[src/rtl/ptr_commit_pkg.sv]
package ptr_commit_pkg;
  localparam int RING_W   = 3;
  localparam int SEG_W    = 15;
  localparam int WORD_W   = 18;
  localparam int BIT_W    = 6;
  localparam int OPC_W    = 9;
  localparam int PR_NUM   = 8;
  localparam int IDX_W    = $clog2(PR_NUM);
  localparam int STK_W    = SEG_W - RING_W;
  localparam int HALF_NUM = PR_NUM / 2;
  localparam logic [OPC_W-1:0] SAVE_SPLIT = 9'o273;

  typedef logic [RING_W-1:0] ring_t;
  typedef logic [SEG_W-1:0]  seg_t;
  typedef logic [WORD_W-1:0] word_t;
  typedef logic [BIT_W-1:0]  bitno_t;
  typedef logic [IDX_W-1:0]  idx_t;

  typedef enum logic [1:0] {
    CLS_READ = 2'b00,
    CLS_XFER = 2'b01,
    CLS_SAVE = 2'b10,
    CLS_CALL = 2'b11
  } op_class_e;

  typedef struct packed {
    ring_t  ring;
    seg_t   seg;
    word_t  word;
    bitno_t bitno;
  } ptr_t;

  // Destination register of a transfer-and-save.
  function automatic idx_t save_index(input logic [OPC_W-1:0] opc);
    idx_t base;
    base = idx_t'(opc[1:0]);
    if (opc > SAVE_SPLIT) base = base + idx_t'(HALF_NUM);
    return base;
  endfunction

  // Return word number: counter advanced by one, wrapping.
  function automatic word_t next_word(input word_t ctr);
    return ctr + word_t'(1);
  endfunction

  // Stack segment built from the base field and the target ring.
  function automatic seg_t stack_seg(input logic [STK_W-1:0] stk, input ring_t ring);
    return (seg_t'(stk) << RING_W) | seg_t'(ring);
  endfunction

  // Privilege is only granted in ring zero.
  function automatic logic priv_grant(input ring_t ring, input logic bit_in);
    return (ring == '0) && bit_in;
  endfunction
endpackage

[src/rtl/ptr_save_decode.sv]
module ptr_save_decode
  import ptr_commit_pkg::*;
(
  input  logic [OPC_W-1:0] opcode,
  input  ring_t            proc_ring,
  input  seg_t             proc_seg,
  input  word_t            proc_ctr,
  input  logic             append_mode,
  output idx_t             save_idx,
  output ptr_t             save_ptr,
  output logic             save_seg_en
);
  assign save_idx           = save_index(opcode);
  assign save_ptr.ring      = proc_ring;
  assign save_ptr.seg       = proc_seg;
  assign save_ptr.word      = next_word(proc_ctr);
  assign save_ptr.bitno     = '0;
  assign save_seg_en        = append_mode;

  always_comb begin

    save_bank_chk: assert ((int'(save_idx) < HALF_NUM) == (opcode <= SAVE_SPLIT));

    save_low_chk: assert (save_idx[1:0] == opcode[1:0]);
  end
endmodule

[src/rtl/ptr_call_frame.sv]
module ptr_call_frame
  import ptr_commit_pkg::*;
(
  input  ring_t            eff_ring,
  input  ring_t            proc_ring,
  input  seg_t             src_seg,
  input  logic [STK_W-1:0] stack_base,
  output ptr_t             frame_ptr,
  output logic             same_ring
);
  assign same_ring       = (eff_ring == proc_ring);
  assign frame_ptr.ring  = eff_ring;
  assign frame_ptr.seg   = same_ring ? src_seg : stack_seg(stack_base, eff_ring);
  assign frame_ptr.word  = '0;
  assign frame_ptr.bitno = '0;
endmodule

[src/rtl/ptr_regfile.sv]
module ptr_regfile
  import ptr_commit_pkg::*;
(
  input  logic clk,
  input  logic rst,
  input  logic we,
  input  idx_t widx,
  input  ptr_t wdata,
  input  logic wseg_en,
  input  idx_t ridx,
  output ptr_t rdata,
  output seg_t src_seg
);
  localparam idx_t SRC_REG = idx_t'(PR_NUM - 2);

  ptr_t regs [PR_NUM];

  always_ff @(posedge clk) begin
    for (int k = 0; k < PR_NUM; k++) begin
      if (rst) begin
        regs[k] <= '0;
      end else if (we && (widx == idx_t'(k))) begin
        regs[k].ring  <= wdata.ring;
        regs[k].word  <= wdata.word;
        regs[k].bitno <= wdata.bitno;
        if (wseg_en) regs[k].seg <= wdata.seg;
      end
    end
  end

  assign rdata   = regs[ridx];
  assign src_seg = regs[SRC_REG].seg;

  for (genvar g = 0; g < PR_NUM; g++) begin : g_hold

    untouched_reg_chk: assert property (@(posedge clk) disable iff (rst)
      !(we && (widx == idx_t'(g))) |=> $stable(regs[g]));
  end
endmodule

[src/rtl/ptr_commit_unit.sv]
module ptr_commit_unit
  import ptr_commit_pkg::*;
(
  input  logic              clk,
  input  logic              rst,
  input  logic              done,
  input  logic [1:0]        op_class,
  input  logic [OPC_W-1:0]  opcode,
  input  logic [RING_W-1:0] eff_ring,
  input  logic [SEG_W-1:0]  eff_seg,
  input  logic [WORD_W-1:0] eff_addr,
  input  logic [STK_W-1:0]  stack_base,
  input  logic              desc_priv,
  input  logic              append_mode,
  input  logic [IDX_W-1:0]  rd_idx,
  output logic [RING_W-1:0] proc_ring,
  output logic [SEG_W-1:0]  proc_seg,
  output logic [WORD_W-1:0] proc_ctr,
  output logic              proc_priv,
  output logic [RING_W-1:0] rd_ring,
  output logic [SEG_W-1:0]  rd_seg,
  output logic [WORD_W-1:0] rd_word,
  output logic [BIT_W-1:0]  rd_bit
);
  localparam idx_t CALL_REG = idx_t'(PR_NUM - 1);

  op_class_e cls;
  assign cls = op_class_e'(op_class);

  logic is_call, is_save, commit, pr_write;
  assign is_call  = (cls == CLS_CALL);
  assign is_save  = (cls == CLS_SAVE);
  assign commit   = done && (cls != CLS_READ);
  assign pr_write = done && (is_call || is_save);

  idx_t save_idx;
  ptr_t save_ptr, frame_ptr, rdata;
  logic save_seg_en, same_ring;
  seg_t src_seg;

  ptr_save_decode i_save (
    .opcode(opcode), .proc_ring(proc_ring), .proc_seg(proc_seg),
    .proc_ctr(proc_ctr), .append_mode(append_mode),
    .save_idx(save_idx), .save_ptr(save_ptr), .save_seg_en(save_seg_en)
  );

  ptr_call_frame i_frame (
    .eff_ring(eff_ring), .proc_ring(proc_ring), .src_seg(src_seg),
    .stack_base(stack_base), .frame_ptr(frame_ptr), .same_ring(same_ring)
  );

  idx_t wr_idx;
  ptr_t wr_data;
  logic wr_seg_en;
  assign wr_idx    = is_call ? CALL_REG : save_idx;
  assign wr_data   = is_call ? frame_ptr : save_ptr;
  assign wr_seg_en = is_call | save_seg_en;

  ptr_regfile i_file (
    .clk(clk), .rst(rst), .we(pr_write), .widx(wr_idx), .wdata(wr_data),
    .wseg_en(wr_seg_en), .ridx(rd_idx), .rdata(rdata), .src_seg(src_seg)
  );

  always_ff @(posedge clk) begin
    if (rst) begin
      proc_ring <= '0;
      proc_seg  <= '0;
      proc_ctr  <= '0;
      proc_priv <= 1'b0;
    end else if (commit) begin
      proc_seg  <= eff_seg;
      proc_ctr  <= eff_addr;
      proc_priv <= priv_grant(eff_ring, desc_priv);
      if (is_call) proc_ring <= eff_ring;
    end
  end

  assign rd_ring = rdata.ring;
  assign rd_seg  = rdata.seg;
  assign rd_word = rdata.word;
  assign rd_bit  = rdata.bitno;


  read_hold_chk: assert property (@(posedge clk) disable iff (rst)
    (!done || op_class == 2'b00) |=> $stable({proc_ring, proc_seg, proc_ctr, proc_priv}));

  target_load_chk: assert property (@(posedge clk) disable iff (rst)
    (done && op_class != 2'b00) |=> (proc_seg == $past(eff_seg)) && (proc_ctr == $past(eff_addr)));

  ring_priv_chk: assert property (@(posedge clk) disable iff (rst)
    (done && op_class != 2'b00 && eff_ring != 3'd0) |=> !proc_priv);

  call_ring_chk: assert property (@(posedge clk) disable iff (rst)
    (done && op_class == 2'b11) |=> proc_ring == $past(eff_ring));

  xfer_ring_chk: assert property (@(posedge clk) disable iff (rst)
    (done && (op_class == 2'b01 || op_class == 2'b10)) |=> $stable(proc_ring));
endmodule

[config.mk]
export PLATFORM = sky130hd
export DESIGN_NAME = ptr_commit_unit
export DESIGN_NICKNAME = d
export VERILOG_FILES = /design/src/rtl/ptr_commit_pkg.sv /design/src/rtl/ptr_save_decode.sv /design/src/rtl/ptr_call_frame.sv /design/src/rtl/ptr_regfile.sv /design/src/rtl/ptr_commit_unit.sv
export SDC_FILE = /design/constraint.sdc
export NUM_CORES = 1
export LEC_CHECK = 0
export BUFFER_PORTS_ARGS = -buffer_cell sky130_fd_sc_hd__buf_2
export CORE_AREA = 5 5 211 213
export DETAILED_ROUTE_END_ITERATION = 12
export DIE_AREA = 0 0 216 218
export HOLD_SLACK_MARGIN = 0.12
export PLACE_DENSITY = 0.51
export SYNTH_ARGS = -nofsm -noshare
export SYNTH_HDL_FRONTEND = slang
export SYNTH_SLANG_ARGS = --single-unit
[constraint.sdc]
create_clock -name clk -period 3.8 [get_ports clk]
set_input_delay 1.14 -clock clk [delete_from_list [all_inputs] [get_ports clk]]
set_output_delay 1.14 -clock clk [all_outputs]
set_load 0.05 [all_outputs]
==> out/metrics.yaml <==
outcome: "completed"
ir_drop_mv: 0.3004
grt_usage_pct: 16.91
p_sw_mw: 2.173
synthCells: 1113
min_period_ps: 3769
viasPerCell: 5.128
core_area_um2: 42510
setup_violations: 0
hpwl_um: 25610
yosys_warnings: 0
async_flop_share_pct: 0
avgRoutedWirePerCell_um: 21.97
relSlewSlack_pct: 19.86
arrival_ps: 2630
clk_latency_ps: 530
avgSynthCellArea_um2: 13.16
fin_nets: 1327
grt_pass1_wl_um: 60550
grt_overflow_total: 0
worstSetupStartpointType: "input port"
seq_area_frac_synth_pct: 64.10
combPwrFrac_pct: 11.4
report.final.slew_viol_count: 0
die_y_um: 218
cts-hold-fix-buffers: 0
crit_fanout: 10
io_pins: 146
timing.hold.ws_ps: 450.2
dieWidth_um: 216
ys_types: 47
max_freq_mhz: 265.3
hp-class: "reg2reg"
synth-main-ff-cell: "edfxtp_1"
leakage_nw: 6.296
layout_common_cells: "302 x nor2_1, 288 x edfxtp_1, 129 x buf_2, 86 x nand2_1, 72 x mux4_2"
syn_area_um2: 14650
final_min_period_over_clock_period_pct: 99.19
routed_wl_um: 40200
final_common_cell: "nor2_1"
wl_met3_um: 2061
p_seq_share_pct: 47.2
fillers: 3984
firstDrtPassIters: 5
drv_cap: 0
synth-seq-cells: 325
rows: 76
gp_congestion: 0.7568
p_int_mw: 6.489
drt-met1-wl_um: 18840
vias: 9385
initial_core_util_pct: 34.46
critical_path_class: "in2out"
drive_above_1_share_pct: 28.68
worst_pin_slew_ps: 1194
postCtsSetupRepairBufs: 0
cts-root-buf: "clkbuf_16"
fp.dieArea_um2: 47090
routed.top_layer: "met5"
area.growth.synth_to_final_pct: 19.08
final.setup.tns_ps: 0
cts_buffers: 38
cts_sinks: 325
swShare_pct: 25.09
drt_iter0_drc: 664
cts_max_level: 2
finClkSkew_ps: 18.28
dr_wl_met2_um: 18610
port_buffers: 139
cts_tree: "built"
ant_nets: 0
synth_edf_count: 288
grt_max_degree: 43
clkPwrFrac_pct: 41.4
antenna_found_initial: 4
rsz0062_at_grt: "false"
cp-end-kind: "primary output"
drc: 0
clkTransAtPathRegs_ps: 50
grt_pass1_vias: 9585
cts_resized: 0
clk_path_buf_depth: 3
hold_violations: 0
cellPowerDensity_nw_per_um2: 496.6
required_ps: 2660
==> path summary, 6_finish.rpt <==
path / slack (ps) / to / cells after the start / startpoint
max: 30 / rd_word[14] / 6 / rd_idx[0]
min: 450 / proc_priv / 2 / proc_priv
max reg2reg: 1230 / i_file.regs[0][23] / 4 / proc_ctr[4]
min reg2reg: 450 / proc_priv / 2 / proc_priv
==> state kept, by name, indices dropped and copies added, names as in the netlist <==
name / cells
i_file.regs: 288
proc_ring: 3
proc_ctr: 18
proc_priv: 1
proc_seg: 15
==> Yosys cell counts, types with 3 or more instances <==
master	count	area (um2)
a211oi_1	5	37.54
a21o_1	13	97.59
a21oi_1	43	215.2
a31o_2	18	157.7
buf_1	4	15.01
buf_2	11	55.05
buf_4	7	52.55
clkbuf_1	65	244.0
dfxtp_1	37	740.7
edfxtp_1	288	8648
inv_1	7	26.28
mux2_2	36	405.4
mux2i_1	5	50.05
mux4_2	72	1622
nand2_1	86	322.8
nand3_1	8	40.04
nand4_1	18	112.6
nor2_1	302	1134
nor3_1	5	25.02
nor4_1	8	50.05
o21a_1	5	37.54
o21ai_1	9	45.04
o31a_1	3	26.28
o31ai_1	14	105.1
or3_1	5	31.28
xnor2_1	10	87.58
xor2_1	4	35.03
==> layout make-up <==
cell class	count	area, um2	area share (%)
multi-input combinational	699	4888	28.03
tap	546	683.2	3.916
antenna	1	2.502	0.01435
clock inverter	20	216.5	1.241
inverter	7	26.28	0.1506
clock buffer	44	994.7	5.703
timing repair buffer	188	1242	7.123
sequential	325	9389	53.83
==> routing by layer <==
| layer | track usage, % | vias to the layer above |
|---|---|---|
| li1 | - | 4401 |
| met1 | 24.58 | 4690 |
| met2 | 27.09 | 239 |
| met3 | 2.666 | 49 |
| met4 | 3.689 | 6 |
| met5 | 0 | - |
==> power groups by stage <==
| stage | Sequential, mW | Combinational, mW | Clock [mW] |
|---|---|---|---|
| 2_1_floorplan | 4.21 | 0.607 | 0 |
| 3_3_place_gp | 4.16 | 0.990 | 0 |
| 3_5_place_dp | 4.16 | 0.991 | 0 |
| 4_1_cts | 4.09 | 0.995 | 3.67 |
| 5_1_grt | 4.10 | 1.05 | 3.82 |
| 6_report | 4.09 | 0.987 | 3.59 |
==> worst max-delay path: stages <==
cell and delay, ps:
buf_4 150, buf_12 150, buf_12 160, mux4_2 520, mux2_2 290, buf_2 210
==> through the flow <==
step                      worst slack (ps)  instance area (um2)  instances  power [mW]  utilization (%)
after CTS                            7.979                17410       1829       8.757            40.97
after floorplan                      10.96                14670       1118       4.814                -
after global routing                 1.617                17440       1830       8.973            41.04
after detailed placement             12.01                16200       1765       5.156            38.12
final                                30.64                17440       1830       8.662            41.04
after global placement               12.17                16200       1765       5.150            38.12
==> cell families after synthesis <==
family / after synthesis / synth area share [%]
AND/OR/NAND/NOR: 449 / 12.68
flip-flops: 325 / 64.10
AO/OA/AOI/OAI: 116 / 5.407
multiplexers: 113 / 14.18
buffers and inverters: 94 / 2.682
XOR/XNOR: 14 / 0.8371
adder cells (fa/ha/maj): 1 / 0.08541
other: 1 / 0.02560
No activity file was read; power rests on OpenSTA's default activity.
